==> src/rtl/sar_pkg.sv <==
package sar_pkg;
  typedef enum logic [1:0] {
    ST_IDLE   = 2'd0,
    ST_SAMPLE = 2'd1,
    ST_DECIDE = 2'd2
  } sar_state_e;
endpackage

==> src/rtl/sar_phase.sv <==
// Divides clk2x by two; rise_next marks the edge where conv_clk goes high.
module sar_phase (
  input  logic clk2x,
  input  logic rst_n,
  output logic conv_clk,
  output logic rise_next
);
  logic phase_q;

  always_ff @(posedge clk2x) begin
    if (!rst_n) phase_q <= 1'b0;
    else        phase_q <= ~phase_q;
  end

  assign conv_clk  = phase_q;
  assign rise_next = ~phase_q;
endmodule

==> src/rtl/sar_ctrl.sv <==
// Phase sequencer: idle -> sample -> per-bit decision windows of uneven length.
module sar_ctrl
  import sar_pkg::*;
#(
  parameter int NBITS        = 12,
  parameter int SAMPLE_HALF  = 5,
  parameter int BASE_HALF    = 2,
  parameter int STRETCH_BIT  = 5,
  parameter int STRETCH_HALF = 4,
  parameter int LSB_HALF     = 3,
  localparam int BW   = $clog2(NBITS),
  localparam int MAXA = (SAMPLE_HALF > STRETCH_HALF) ? SAMPLE_HALF : STRETCH_HALF,
  localparam int MAXB = (LSB_HALF > BASE_HALF) ? LSB_HALF : BASE_HALF,
  localparam int MAXW = (MAXA > MAXB) ? MAXA : MAXB,
  localparam int CW   = $clog2(MAXW + 1)
) (
  input  logic          clk2x,
  input  logic          rst_n,
  input  logic          start_n,
  input  logic          rise_next,
  input  logic          res_valid,
  output logic          begin_o,
  output logic          first_o,
  output logic          step_o,
  output logic          last_o,
  output logic [BW-1:0] bit_o,
  output logic          busy_n,
  output logic          sample_en
);
  sar_state_e    state_q;
  logic [CW-1:0] cnt_q;
  logic [BW-1:0] bit_q;
  logic          pend_q;
  logic [CW-1:0] win_last;
  logic [CW-1:0] samp_last;

  assign samp_last = CW'(SAMPLE_HALF - 1);

  always_comb begin
    if (bit_q == '0)                    win_last = CW'(LSB_HALF - 1);
    else if (bit_q == BW'(STRETCH_BIT)) win_last = CW'(STRETCH_HALF - 1);
    else                                win_last = CW'(BASE_HALF - 1);
  end

  assign begin_o = (state_q == ST_IDLE) && !res_valid && rise_next
                   && (!start_n || pend_q);
  assign first_o = (state_q == ST_SAMPLE) && (cnt_q == samp_last);
  assign step_o  = (state_q == ST_DECIDE) && (cnt_q == win_last);
  assign last_o  = step_o && (bit_q == '0);
  assign bit_o   = bit_q;
  assign busy_n    = (state_q == ST_IDLE);
  assign sample_en = (state_q == ST_SAMPLE);

  always_ff @(posedge clk2x) begin
    if (!rst_n) begin
      state_q <= ST_IDLE;
      cnt_q   <= '0;
      bit_q   <= '0;
      pend_q  <= 1'b0;
    end else begin
      case (state_q)
        ST_IDLE: begin
          if (res_valid) begin
            pend_q <= 1'b0;
          end else if (begin_o) begin
            state_q <= ST_SAMPLE;
            cnt_q   <= '0;
            pend_q  <= 1'b0;
          end else if (!start_n) begin
            pend_q <= 1'b1;
          end
        end
        ST_SAMPLE: begin
          pend_q <= 1'b0;
          if (first_o) begin
            state_q <= ST_DECIDE;
            cnt_q   <= '0;
            bit_q   <= BW'(NBITS - 1);
          end else begin
            cnt_q <= cnt_q + CW'(1);
          end
        end
        ST_DECIDE: begin
          pend_q <= 1'b0;
          if (step_o) begin
            cnt_q <= '0;
            if (bit_q == '0) state_q <= ST_IDLE;
            else             bit_q   <= bit_q - BW'(1);
          end else begin
            cnt_q <= cnt_q + CW'(1);
          end
        end
        default: state_q <= ST_IDLE;
      endcase
    end
  end
endmodule

==> src/rtl/sar_trial.sv <==
// Trial register and result holding stage.
module sar_trial #(
  parameter int NBITS = 12,
  localparam int BW = $clog2(NBITS)
) (
  input  logic             clk2x,
  input  logic             rst_n,
  input  logic             begin_i,
  input  logic             first_i,
  input  logic             step_i,
  input  logic             last_i,
  input  logic [BW-1:0]    bit_i,
  input  logic             cmp_hi,
  input  logic             res_ready,
  output logic [NBITS-1:0] dac_code,
  output logic [NBITS-1:0] res_code,
  output logic             res_valid
);
  logic [NBITS-1:0] trial_q;
  logic [NBITS-1:0] nxt;

  always_comb begin
    nxt = trial_q;
    if (cmp_hi)       nxt[bit_i] = 1'b0;
    if (bit_i != '0)  nxt[bit_i - BW'(1)] = 1'b1;
  end

  always_ff @(posedge clk2x) begin
    if (!rst_n) begin
      trial_q   <= '0;
      res_code  <= '0;
      res_valid <= 1'b0;
    end else begin
      if (begin_i)      trial_q <= '0;
      else if (first_i) trial_q <= {1'b1, {(NBITS-1){1'b0}}};
      else if (step_i)  trial_q <= nxt;

      if (last_i) begin
        res_code  <= nxt;
        res_valid <= 1'b1;
      end else if (res_valid && res_ready) begin
        res_valid <= 1'b0;
      end
    end
  end

  assign dac_code = trial_q;
endmodule

==> src/rtl/sar_seq.sv <==
module sar_seq #(
  parameter int NBITS        = 12,
  parameter int SAMPLE_HALF  = 5,
  parameter int BASE_HALF    = 2,
  parameter int STRETCH_BIT  = 5,
  parameter int STRETCH_HALF = 4,
  parameter int LSB_HALF     = 3,
  localparam int BW = $clog2(NBITS)
) (
  input  logic             clk2x,
  input  logic             rst_n,
  input  logic             start_n,
  input  logic             cmp_hi,
  output logic             conv_clk,
  output logic             sample_en,
  output logic             busy_n,
  output logic [NBITS-1:0] dac_code,
  output logic             res_valid,
  input  logic             res_ready,
  output logic [NBITS-1:0] res_code
);
  logic          rise_next;
  logic          begin_s, first_s, step_s, last_s;
  logic [BW-1:0] bit_s;

  sar_phase u_phase (
    .clk2x     (clk2x),
    .rst_n     (rst_n),
    .conv_clk  (conv_clk),
    .rise_next (rise_next)
  );

  sar_ctrl #(
    .NBITS        (NBITS),
    .SAMPLE_HALF  (SAMPLE_HALF),
    .BASE_HALF    (BASE_HALF),
    .STRETCH_BIT  (STRETCH_BIT),
    .STRETCH_HALF (STRETCH_HALF),
    .LSB_HALF     (LSB_HALF)
  ) u_ctrl (
    .clk2x     (clk2x),
    .rst_n     (rst_n),
    .start_n   (start_n),
    .rise_next (rise_next),
    .res_valid (res_valid),
    .begin_o   (begin_s),
    .first_o   (first_s),
    .step_o    (step_s),
    .last_o    (last_s),
    .bit_o     (bit_s),
    .busy_n    (busy_n),
    .sample_en (sample_en)
  );

  sar_trial #(.NBITS(NBITS)) u_trial (
    .clk2x     (clk2x),
    .rst_n     (rst_n),
    .begin_i   (begin_s),
    .first_i   (first_s),
    .step_i    (step_s),
    .last_i    (last_s),
    .bit_i     (bit_s),
    .cmp_hi    (cmp_hi),
    .res_ready (res_ready),
    .dac_code  (dac_code),
    .res_code  (res_code),
    .res_valid (res_valid)
  );
endmodule

==> config.mk <==
export PLATFORM = sky130hd
export DESIGN_NAME = sar_seq
export DESIGN_NICKNAME = d
export VERILOG_FILES = /design/src/rtl/sar_pkg.sv /design/src/rtl/sar_phase.sv /design/src/rtl/sar_ctrl.sv /design/src/rtl/sar_trial.sv /design/src/rtl/sar_seq.sv
export SDC_FILE = /design/constraint.sdc
export NUM_CORES = 1
export LEC_CHECK = 0
export ABC_AREA = 1
export ABC_CLOCK_PERIOD_IN_PS = 5500
export BUFFER_PORTS_ARGS = -buffer_cell sky130_fd_sc_hd__clkbuf_2
export CAP_MARGIN = 20
export CELL_PAD_IN_SITES_DETAIL_PLACEMENT = 2
export CELL_PAD_IN_SITES_GLOBAL_PLACEMENT = 2
export CORE_ASPECT_RATIO = 0.5
export CORE_MARGIN = 3
export CORE_UTILIZATION = 25
export DETAILED_ROUTE_END_ITERATION = 8
export PLACE_DENSITY = 0.74
export SYNTH_ARGS = -nofsm -noshare
export SYNTH_HDL_FRONTEND = slang
export SYNTH_HIERARCHICAL = 1
export SYNTH_SLANG_ARGS = --single-unit
==> constraint.sdc <==
create_clock -name clk2x -period 5.5 [get_ports clk2x]
set_clock_uncertainty 0.05 [all_clocks]
set_input_delay 0 -clock clk2x [delete_from_list [all_inputs] [get_ports clk2x]]
set_output_delay 0 -clock clk2x [all_outputs]
set_load 0.005 [all_outputs]
# [Word-level counts from Yosys, hierarchy flattened]
# Index checks and enable logic that the tools add are counted.
[word_totals] regBits=36 in_bits=5 output_inout_bits=28 wordCells=90
[op_classes] n_addsub=2 order_cmp=4 eq_ne=12 muxes=31 bitwise=5 reduce_logical=27
[op_table] op="$mux 12" count=4
[op_table] op="$mux 3" count=5
[op_table] op="$and 12x12->12" count=1
[op_table] op="$mux 2" count=6
[op_table] op="$mux 4" count=3
[op_table] op="$not 12->12" count=1
[op_table] op="$or 12x12->12" count=1
[op_table] op="$lt 4x5->1 const B" count=2
[op_table] op="$logic_and 1x1->1" count=9
[op_table] op="$pmux 3 s3" count=1
[op_table] op="$demux 1 s4" count=2
[op_table] op="$ge 4x1->1 const B" count=2
[op_table] op="$pmux 4 s2" count=1
[op_table] op="$reduce_bool 2->1" count=4
[op_table] op="$mux 1" count=7
[op_table] op="$ne 2x1->1 const B" count=3
[op_table] op="$ne 2x2->1 const B" count=3
[op_table] op="$pmux 2 s3" count=1
[op_table] op="$reduce_and 5->1" count=1
[op_table] op="$eq 4x3->1 const B" count=1
[op_table] op="$logic_not 4->1" count=1
[op_table] op="$ne 4x2->1 const B" count=1
[op_table] op="$reduce_and 4->1" count=1
[op_table] op="$reduce_bool 4->1" count=1
[op_table] op="other kinds (16)" count=19

# [Longest topological paths before layout]
# Gate-level depths: netlist of the first run.
[logic_depth] ltp_word=11 depth_mapped=13 ltp_nobuf=12

# [Hierarchy]
# Netlist of the first run, hierarchy kept.
[by_module_without_submodules] mod="sar_trial" n_inst=1 cells_each=204 area_each_um2=1262.5 seq_area_each_um2=500.5
[by_module_without_submodules] mod="sar_ctrl" n_inst=1 cells_each=113 area_each_um2=795.8 seq_area_each_um2=200.2
[by_module_without_submodules] mod="sar_phase" n_inst=1 cells_each=4 area_each_um2=33.8 seq_area_each_um2=20.0

# [Least setup slack after synthesis of the first run]
# No wires, ideal clock.
[synth_timing] kind="flip-flop to flip-flop" start="register u_ctrl.bit_q[0], in the netlist u_ctrl/bit_o[0]" end="register u_trial.res_code[0]" setup_ns=0.115 t_arrival_ns=1.883 t_required_ns=5.335 setup_slack_ns=3.451 stages_incl_launch_ff=12 n_path_buf=1 period_less_slack_ns=2.049 path_cell_list="dfxtp_1 -> inv_1 -> ha_1 -> nand3_1 -> nand2_1 -> nor2_2 -> nand2_2 -> nor3_1 -> buf_2 -> inv_1 -> o21ai_0 -> inv_1"
[synth_via] elab_cells_between_ends=24 cone_classes="add/sub (1); order compare (4); eq/ne (2); mux (8); bitwise (3); reduce/logical (6)"
[synth_rtl] item="from (decl)" line_no="sar_ctrl.sv:32" text="logic [BW-1:0] bit_q;"
[synth_rtl] item="from (signal assigned)" line_no="sar_ctrl.sv:78" text="bit_q <= BW'(NBITS - 1);"
[synth_rtl] item="from (signal assigned)" line_no="sar_ctrl.sv:88" text="else bit_q <= bit_q - BW'(1);"
[synth_rtl] item="$eq 4x3->1" line_no="sar_ctrl.sv:41" text="else if (bit_q == BW'(STRETCH_BIT)) win_last = CW'(STRETCH_HALF - 1);"
[synth_rtl] item="$mux 2" line_no="sar_ctrl.sv:41"
[synth_rtl] item="$mux 3" line_no="sar_ctrl.sv:40" text="if (bit_q == '0) win_last = CW'(LSB_HALF - 1);"
[synth_rtl] item="$eq 3x3->1" line_no="sar_ctrl.sv:48" text="assign step_o = (state_q == ST_DECIDE) && (cnt_q == win_last);"
[synth_rtl] item="$logic_and 1x1->1" line_no="sar_ctrl.sv:48"
[synth_rtl] item="$logic_and 1x1->1 *" line_no="sar_ctrl.sv:49" text="assign last_o = step_o && (bit_q == '0);"
[synth_rtl] item="net last_s" line_no="sar_seq.sv:23" text="logic begin_s, first_s, step_s, last_s;"
[synth_rtl] item="to (signal assigned)" line_no="sar_trial.sv:39" text="res_code <= nxt;"
[synth_rtl] item="to (decl)" line_no="sar_trial.sv:16" text="output logic [NBITS-1:0] res_code,"
# Mark *: on every way through the listed nets, which the timed path passes. The rest lies on a longest branch.
# A chain may end at the register's enable or synchronous reset.

# [Final worst setup path of the first run]
# Ends and elaborated chain as after synthesis.

==> flow_metrics.env, run 1 <==
export IMPL_num_rows=22
export IMPL_final_common_cell="nand2_1"
export IMPL_drv_slew=0
export IMPL_power_switching_w=0.000560
export IMPL_fin_area_um2=2540
export IMPL_cts_clk_slew_worst_paths_ns=0.06
export IMPL_fmax_ghz=0.467
export IMPL_cp_end_kind="flop"
export IMPL_grt_max_degree=24
export IMPL_hpwl_mm=5.03
export IMPL_layout_min_cycle_time_ns=2.14
export IMPL_areaGrowthSynthToFinish_pct=21.4
export IMPL_die_y_um=70.7
export IMPL_power_leakage_nw=1.25
export IMPL_dieArea_um2=9570
export IMPL_vias_per_cell=4.53
export IMPL_die_x_um=135
export IMPL_clock_sinks=36
export IMPL_switching_share_pct=43.2
export IMPL_drtPass1Iterations=4
export IMPL_p_seq_share_pct=29.1
export IMPL_synth_cell_area_um2=2090
export IMPL_rsz0062_at_grt="no"
export IMPL_num_nets_final=371
export IMPL_layout_drive_gt1_share_pct=19.3
export IMPL_grt_pass1_vias=2346
export IMPL_maxCapViolations=0
export IMPL_clk_insertion_delay_late_ns=0.29
export IMPL_finalCritPeriodShare_pct=38.9
export IMPL_drt_iter0_drc=35
export IMPL_seq_area_frac_synth_pct=34.4
export IMPL_reg2reg_from="u_ctrl/bit_o[0]"
export IMPL_diodes=0
export IMPL_p_clk_share_pct=25.7
export IMPL_tightest_slew_ns=0.519
export IMPL_slew_headroom_pct=65.4
export IMPL_timing_rr_end="u_trial/res_code[0]"
export IMPL_drt_total_wl_mm=6.50
export IMPL_start_util_pct=27.1
export IMPL_nFillCells=933
export IMPL_vias=2106
export IMPL_cts_tree="yes"
export IMPL_dpl_cell_area_um2=2360
export IMPL_core_um2=7710
export IMPL_avgSynthCellArea_um2=6.52
export IMPL_cp_required_ns=5.63
export IMPL_reg2reg_depth=11
export IMPL_wl_per_cell_um=14.0
export IMPL_overflow=0
export IMPL_cts_buffers=5
export IMPL_cp_arrival_ns=2.27
export IMPL_power_density_nw_per_um2=510
export IMPL_synth_seq_cells=36
export IMPL_htreeDepth=2
export IMPL_postCtsSetupRepairBufs=0
export IMPL_irDropWorstVdd_mv=0.129
export IMPL_outcome="completed"
export IMPL_hold_class="primary input to flop"
export IMPL_r2r_slack_ns=3.36
export IMPL_hold_viol=0
export IMPL_crit_path_start="u_ctrl/bit_o[0]"
export IMPL_synthDistinctLibCells=25
export IMPL_cp_endpoint="u_trial/res_code[0]"
export IMPL_ios=33
export IMPL_syn_nets=336
export IMPL_grtUsageTotal_pct=14.7
export IMPL_cts_root_buffer="clkbuf_16"
export IMPL_cts_buffer_depth=2
export IMPL_power_frac_comb_pct=45.2
export IMPL_gp_congestion=0.798
export IMPL_syn_inst=321
export IMPL_power_internal_w=0.000735
export IMPL_fin_tns_setup_ns=0
export IMPL_remaining_drc_errors=0
export IMPL_total_power_w=0.00129
export IMPL_grt_first_pass_wirelength_mm=11.2
export IMPL_ant_nets=0
export IMPL_whs_ns=0.0363
export IMPL_start_kind="flop"
export IMPL_ys_warn_count=6
export IMPL_crit_fanout=23
export IMPL_crit_type="flop to flop"
export IMPL_antenna_found_initial=0
export IMPL_port_buffers=32
export IMPL_finalSetupViolCount=0
export IMPL_final_cell_mix="nand2_1, nor2_1, inv_1, dfxtp_1, clkbuf_2"
==> metrics by stage <==
step | cells | utilization (%) | worst slack (ns)
floorplan | 321 | - | 3.45
global route | 465 | 33.0 | 3.06
detailed placement | 456 | 30.6 | 3.31
global placement | 456 | 30.6 | 3.51
finish | 465 | 33.0 | 3.36
CTS | 465 | 33.0 | 3.29
==> worst max-delay path, cell delays in order (launching register included) <==
cell     delay, ns
dfxtp_1       0.46
inv_1         0.13
ha_1          0.27
nand2_1       0.13
nand3_1       0.08
nand2_1       0.09
nand2_2       0.09
nor3_2        0.11
buf_4         0.27
inv_1         0.11
o21ai_0       0.17
inv_1         0.06
==> cells in the mapped netlist <==
library cell,number,area share [%]
nand2_1,68,12
nor2_1,61,11
inv_1,48,8.6
dfxtp_1,36,34
nand3_1,29,6.9
a21oi_1,16,3.8
ha_1,10,6.0
inv_2,7,1.3
nor2_2,6,1.8
nand4_1,5,1.5
o21ai_1,5,1.2
buf_4,4,1.4
nor3_1,4,0.96
o21ai_0,4,0.96
buf_2,3,0.72
nand2_2,3,0.90
o21ai_2,3,1.3
nand3_4,2,1.7
and2_1,1,0.30
nand2_4,1,0.54
nor2_4,1,0.54
o21ai_4,1,0.78
o21bai_2,1,0.54
or2_2,1,0.30
xnor2_1,1,0.42
==> layout make-up <==
type	instances	area (µm²)	share of cell area, %
inverters	55	206	8.13
well taps	108	135	5.32
repair buffers	35	185	7.29
clock inverters	3	42.5	1.67
clock buffers	5	125	4.93
multi-input cells	223	1120	44.3
flip-flops and latches	36	721	28.4
==> power groups by stage <==
stage	sequential, W	clock, W	combinational, W
6_report	0.000377	0.000332	0.000585
5_1_grt	0.000388	0.000356	0.000681
4_1_cts	0.000380	0.000343	0.000599
3_5_place_dp	0.000385	0	0.000590
3_3_place_gp	0.000379	0	0.000558
2_1_floorplan	0.000370	0	0.000430
==> worst min path at each step <==
stage               from                 to  cells after the start
2_1_floorplan      rst_n   u_phase/conv_clk                      2
3_3_place_gp   res_ready  u_trial/res_valid                      4
3_5_place_dp   res_ready  u_trial/res_valid                      4
4_1_cts            rst_n    u_ctrl/cnt_q[2]                      3
5_1_grt            rst_n  u_ctrl/state_q[0]                      3
6_report           rst_n   u_phase/conv_clk                      3
==> per-layer routing <==
layer	vias to the layer above	share of wire [%]	global-route usage, %
met5	-	0	0
met4	0	1.6	5.36
met3	8	2.4	2.77
met2	24	51	27.9
met1	1015	45	16.4
li1	1059	-	-
==> registers in the layout, indices dropped and copies added (netlist names) <==
register,cells
u_ctrl/cnt_q,3
u_ctrl/pend_q,1
u_trial/dac_code,12
u_ctrl/bit_o,4
u_trial/res_valid,1
u_phase/conv_clk,1
u_ctrl/state_q,2
u_trial/res_code,12
==> cell families after synthesis <==
kind of cell / after synthesis / synth area share, %
compound gates: 30 / 8.55
xor+xnor: 1 / 0.419
fa+ha+maj: 10 / 5.98
buf+inv: 62 / 12.0
flops: 36 / 34.4
simple gates: 182 / 38.6
==> what timing repair did <==
item                                   CTS  global route
hold buffers                             1             0
resized for setup                        0             0
endpoints found under the hold margin    1             0
No activity file was read; power rests on OpenSTA's default activity.
==> inputs of run 2 (changes only) <==
--- a/config.mk
+++ b/config.mk
@@ -5,8 +5,8 @@
 export SDC_FILE = /design/constraint.sdc
 export NUM_CORES = 1
 export LEC_CHECK = 0
-export ABC_AREA = 1
-export ABC_CLOCK_PERIOD_IN_PS = 5500
+export ABC_AREA = 0
+export ABC_CLOCK_PERIOD_IN_PS = 1900
 export BUFFER_PORTS_ARGS = -buffer_cell sky130_fd_sc_hd__clkbuf_2
 export CAP_MARGIN = 20
 export CELL_PAD_IN_SITES_DETAIL_PLACEMENT = 2
@@ -15,7 +15,7 @@
 export CORE_MARGIN = 3
 export CORE_UTILIZATION = 25
 export DETAILED_ROUTE_END_ITERATION = 8
-export PLACE_DENSITY = 0.74
+export PLACE_DENSITY = 0.7
 export SYNTH_ARGS = -nofsm -noshare
 export SYNTH_HDL_FRONTEND = slang
 export SYNTH_HIERARCHICAL = 1
==> constraint.sdc (replaced) <==
create_clock -name clk2x -period 1.9 [get_ports clk2x]
set_clock_uncertainty 0.05 [all_clocks]
set_input_delay 0 -clock clk2x [delete_from_list [all_inputs] [get_ports clk2x]]
set_output_delay 0 -clock clk2x [all_outputs]
set_load 0.005 [all_outputs]
==> flow_metrics.env, run 2 <==
export IMPL_outcome="complete, but fails checks"
export IMPL_failed_checks="negative setup slack"
export IMPL_ys_top_cells_by_count="dfxtp_1, inv_1, o21ai_0, nor2_1, a211oi_1"
export IMPL_start_util_pct=26.9
export IMPL_rsz0062_at_grt="yes"
export IMPL_power_leakage_nw=1.11
export IMPL_synth_seq_cells=36
export IMPL_cp_required_ns=2.06
export IMPL_synth_cell_area_um2=2060
export IMPL_vias_per_cell=5.26
export IMPL_hpwl_mm=5.26
export IMPL_synthDistinctLibCells=50
export IMPL_port_buffers=32
export IMPL_synth_most_common_cell="dfxtp_1"
export IMPL_final_cell_mix="dfxtp_1, buf_4, clkbuf_2, inv_1, nor2_1"
export IMPL_drtPass1Iterations=4
export IMPL_clk_insertion_delay_late_ns=0.29
export IMPL_syn_nets=246
export IMPL_ios=33
export IMPL_tightest_slew_ns=0.545
export IMPL_seq_area_frac_synth_pct=35.0
export IMPL_power_internal_w=0.00186
export IMPL_wl_per_cell_um=19.7
export IMPL_maxCapViolations=0
export IMPL_switching_share_pct=33.7
export IMPL_cts_root_buffer="clkbuf_16"
export IMPL_p_seq_share_pct=29.5
export IMPL_grt_pass1_vias=2288
export IMPL_drv_slew=0
export IMPL_cts_buffers=5
export IMPL_total_power_w=0.00281
export IMPL_cp_end_kind="flop"
export IMPL_dieArea_um2=9430
export IMPL_grt_first_pass_wirelength_mm=12.5
export IMPL_drt_total_wl_mm=7.99
export IMPL_hold_class="primary input to flop"
export IMPL_power_switching_w=0.000945
export IMPL_fin_tns_setup_ns=-9.97
export IMPL_remaining_drc_errors=0
export IMPL_cts_tree="yes"
export IMPL_antenna_found_initial=0
export IMPL_diodes=0
export IMPL_dp_worst_setup_slack_ns=-0.422
export IMPL_whs_ns=0.161
export IMPL_power_density_nw_per_um2=970
export IMPL_async_flop_share_pct=0
export IMPL_crit_fanout=4
export IMPL_slew_headroom_pct=63.7
export IMPL_hold_viol=0
export IMPL_fmax_ghz=0.433
export IMPL_die_x_um=134
export IMPL_overflow=0
export IMPL_crit_type="flop to flop"
export IMPL_die_y_um=70.2
export IMPL_start_kind="flop"
export IMPL_gp_congestion=0.795
export IMPL_power_frac_comb_pct=36.4
export IMPL_syn_inst=231
export IMPL_vias=2137
export IMPL_avgSynthCellArea_um2=8.92
export IMPL_cts_clk_slew_worst_paths_ns=0.06
export IMPL_yosys_area_top_type_share_pct=35.0
export IMPL_p_clk_share_pct=34.1
export IMPL_synth_edff_count=0
export IMPL_grtUsageTotal_pct=16.7
export IMPL_areaGrowthSynthToFinish_pct=40.5
export IMPL_num_nets_final=312
export IMPL_irDropWorstVdd_mv=0.351
export IMPL_final_common_cell="dfxtp_1"
export IMPL_core_um2=7650
export IMPL_ys_warn_count=6
export IMPL_grt_max_degree=23
export IMPL_cts_buffer_depth=2
export IMPL_finalSetupViolCount=34
export IMPL_num_rows=22
export IMPL_synth_top_area_cell="dfxtp_1"
export IMPL_synthFlopType="dfxtp_1"
export IMPL_drt_iter0_drc=185
export IMPL_setup_ws_ns=-0.410
export IMPL_layout_drive_gt1_share_pct=34.6
export IMPL_layout_min_cycle_time_ns=2.31
export IMPL_htreeDepth=2
export IMPL_ant_nets=0
export IMPL_finalCritPeriodShare_pct=122
export IMPL_clock_sinks=36
export IMPL_cp_arrival_ns=2.47
export IMPL_ys_top_cells_by_area="dfxtp_1, ha_1, a211oi_1"
-- run 2: cell types whose count changed in the layout (fill, tap and decap cells not counted), sizes merged, moves of 8 or more --
cell,change
nand3,-25
a211oi,+13
nor2,-56
inv,-40
nand3b,+8
buf,+37
nand2,-63
-- run 2: metal layers --
metal | global-route usage, % | part of all wire [%]
met1 | 20.0 | 45
met5 | 0 | 0
met4 | 4.06 | 0.81
met3 | 3.09 | 2.7
met2 | 31.0 | 51
-- run 2: worst paths after layout --
check,startpoint,end,slack (ns),depth (start not counted)
max,u_ctrl/bit_o[1],u_ctrl/bit_o[2],-0.41,8
min,start_n,u_ctrl/pend_q,0.16,4
max reg2reg,u_ctrl/bit_o[1],u_ctrl/bit_o[2],-0.41,8
min reg2reg,u_phase/conv_clk,u_phase/conv_clk,0.42,1
-- run 2: cells by family (layout without fill, tap and decap cells) --
logic type	after synthesis	in the layout	share of synthesized area, %
XOR/XNOR	1	1	0.425
buffers and inverters	30	95	6.50
AND/OR/NAND/NOR	82	84	25.9
AO/OA/AOI/OAI	69	69	24.6
flip-flops	36	36	35.0
adder cells (fa/ha/maj)	10	10	6.08
multiplexers	3	3	1.46
-- run 2: area by class of cell --
| type | count | area (µm²) |
|---|---|---|
| clock buffer | 6 | 129 |
| tap | 108 | 135 |
| multi-input combinational | 167 | 1310 |
| timing repair buffer | 72 | 498 |
| fill | 868 | 4760 |
| sequential | 36 | 726 |
| clock inverter | 2 | 35.0 |
| inverter | 15 | 58.8 |
-- run 2: what timing repair did --
item                                    in CTS  in global routing
hold endpoints to repair                     1                  0
setup buffers                                3                  4
gates cloned                                 0                  2
resized for setup                           12                 10
pin swaps                                   13                  5
endpoints found under the setup margin      33                 34
hold buffers                                 1                  0
-- run 2: worst max-delay path, stage by stage, from the launching register on --
cell	delay, ns
dfxtp_2	0.33
inv_2	0.08
ha_4	0.13
or3b_4	0.37
a2111o_1	0.49
buf_6	0.17
a2111oi_4	0.30
xnor2_1	0.14
a211oi_2	0.19
-- run 2: stage by stage --
stage	instance area, µm²	std cells	util (%)
global placement	2550	388	33.4
detailed placement	2550	388	33.4
finish	2890	406	37.8
floorplan	2120	231	-
global route	2890	406	37.8
CTS	2810	400	36.7
-- run 2: power groups by stage --
stage	Sequential (W)	Combinational, W	Clock [W]
floorplan	0.000852	0.000491	0
global placement	0.000836	0.000833	0
detailed placement	0.000844	0.000895	0
CTS	0.000826	0.000975	0.000989
global route	0.000832	0.00111	0.00102
finish	0.000827	0.00102	0.000957
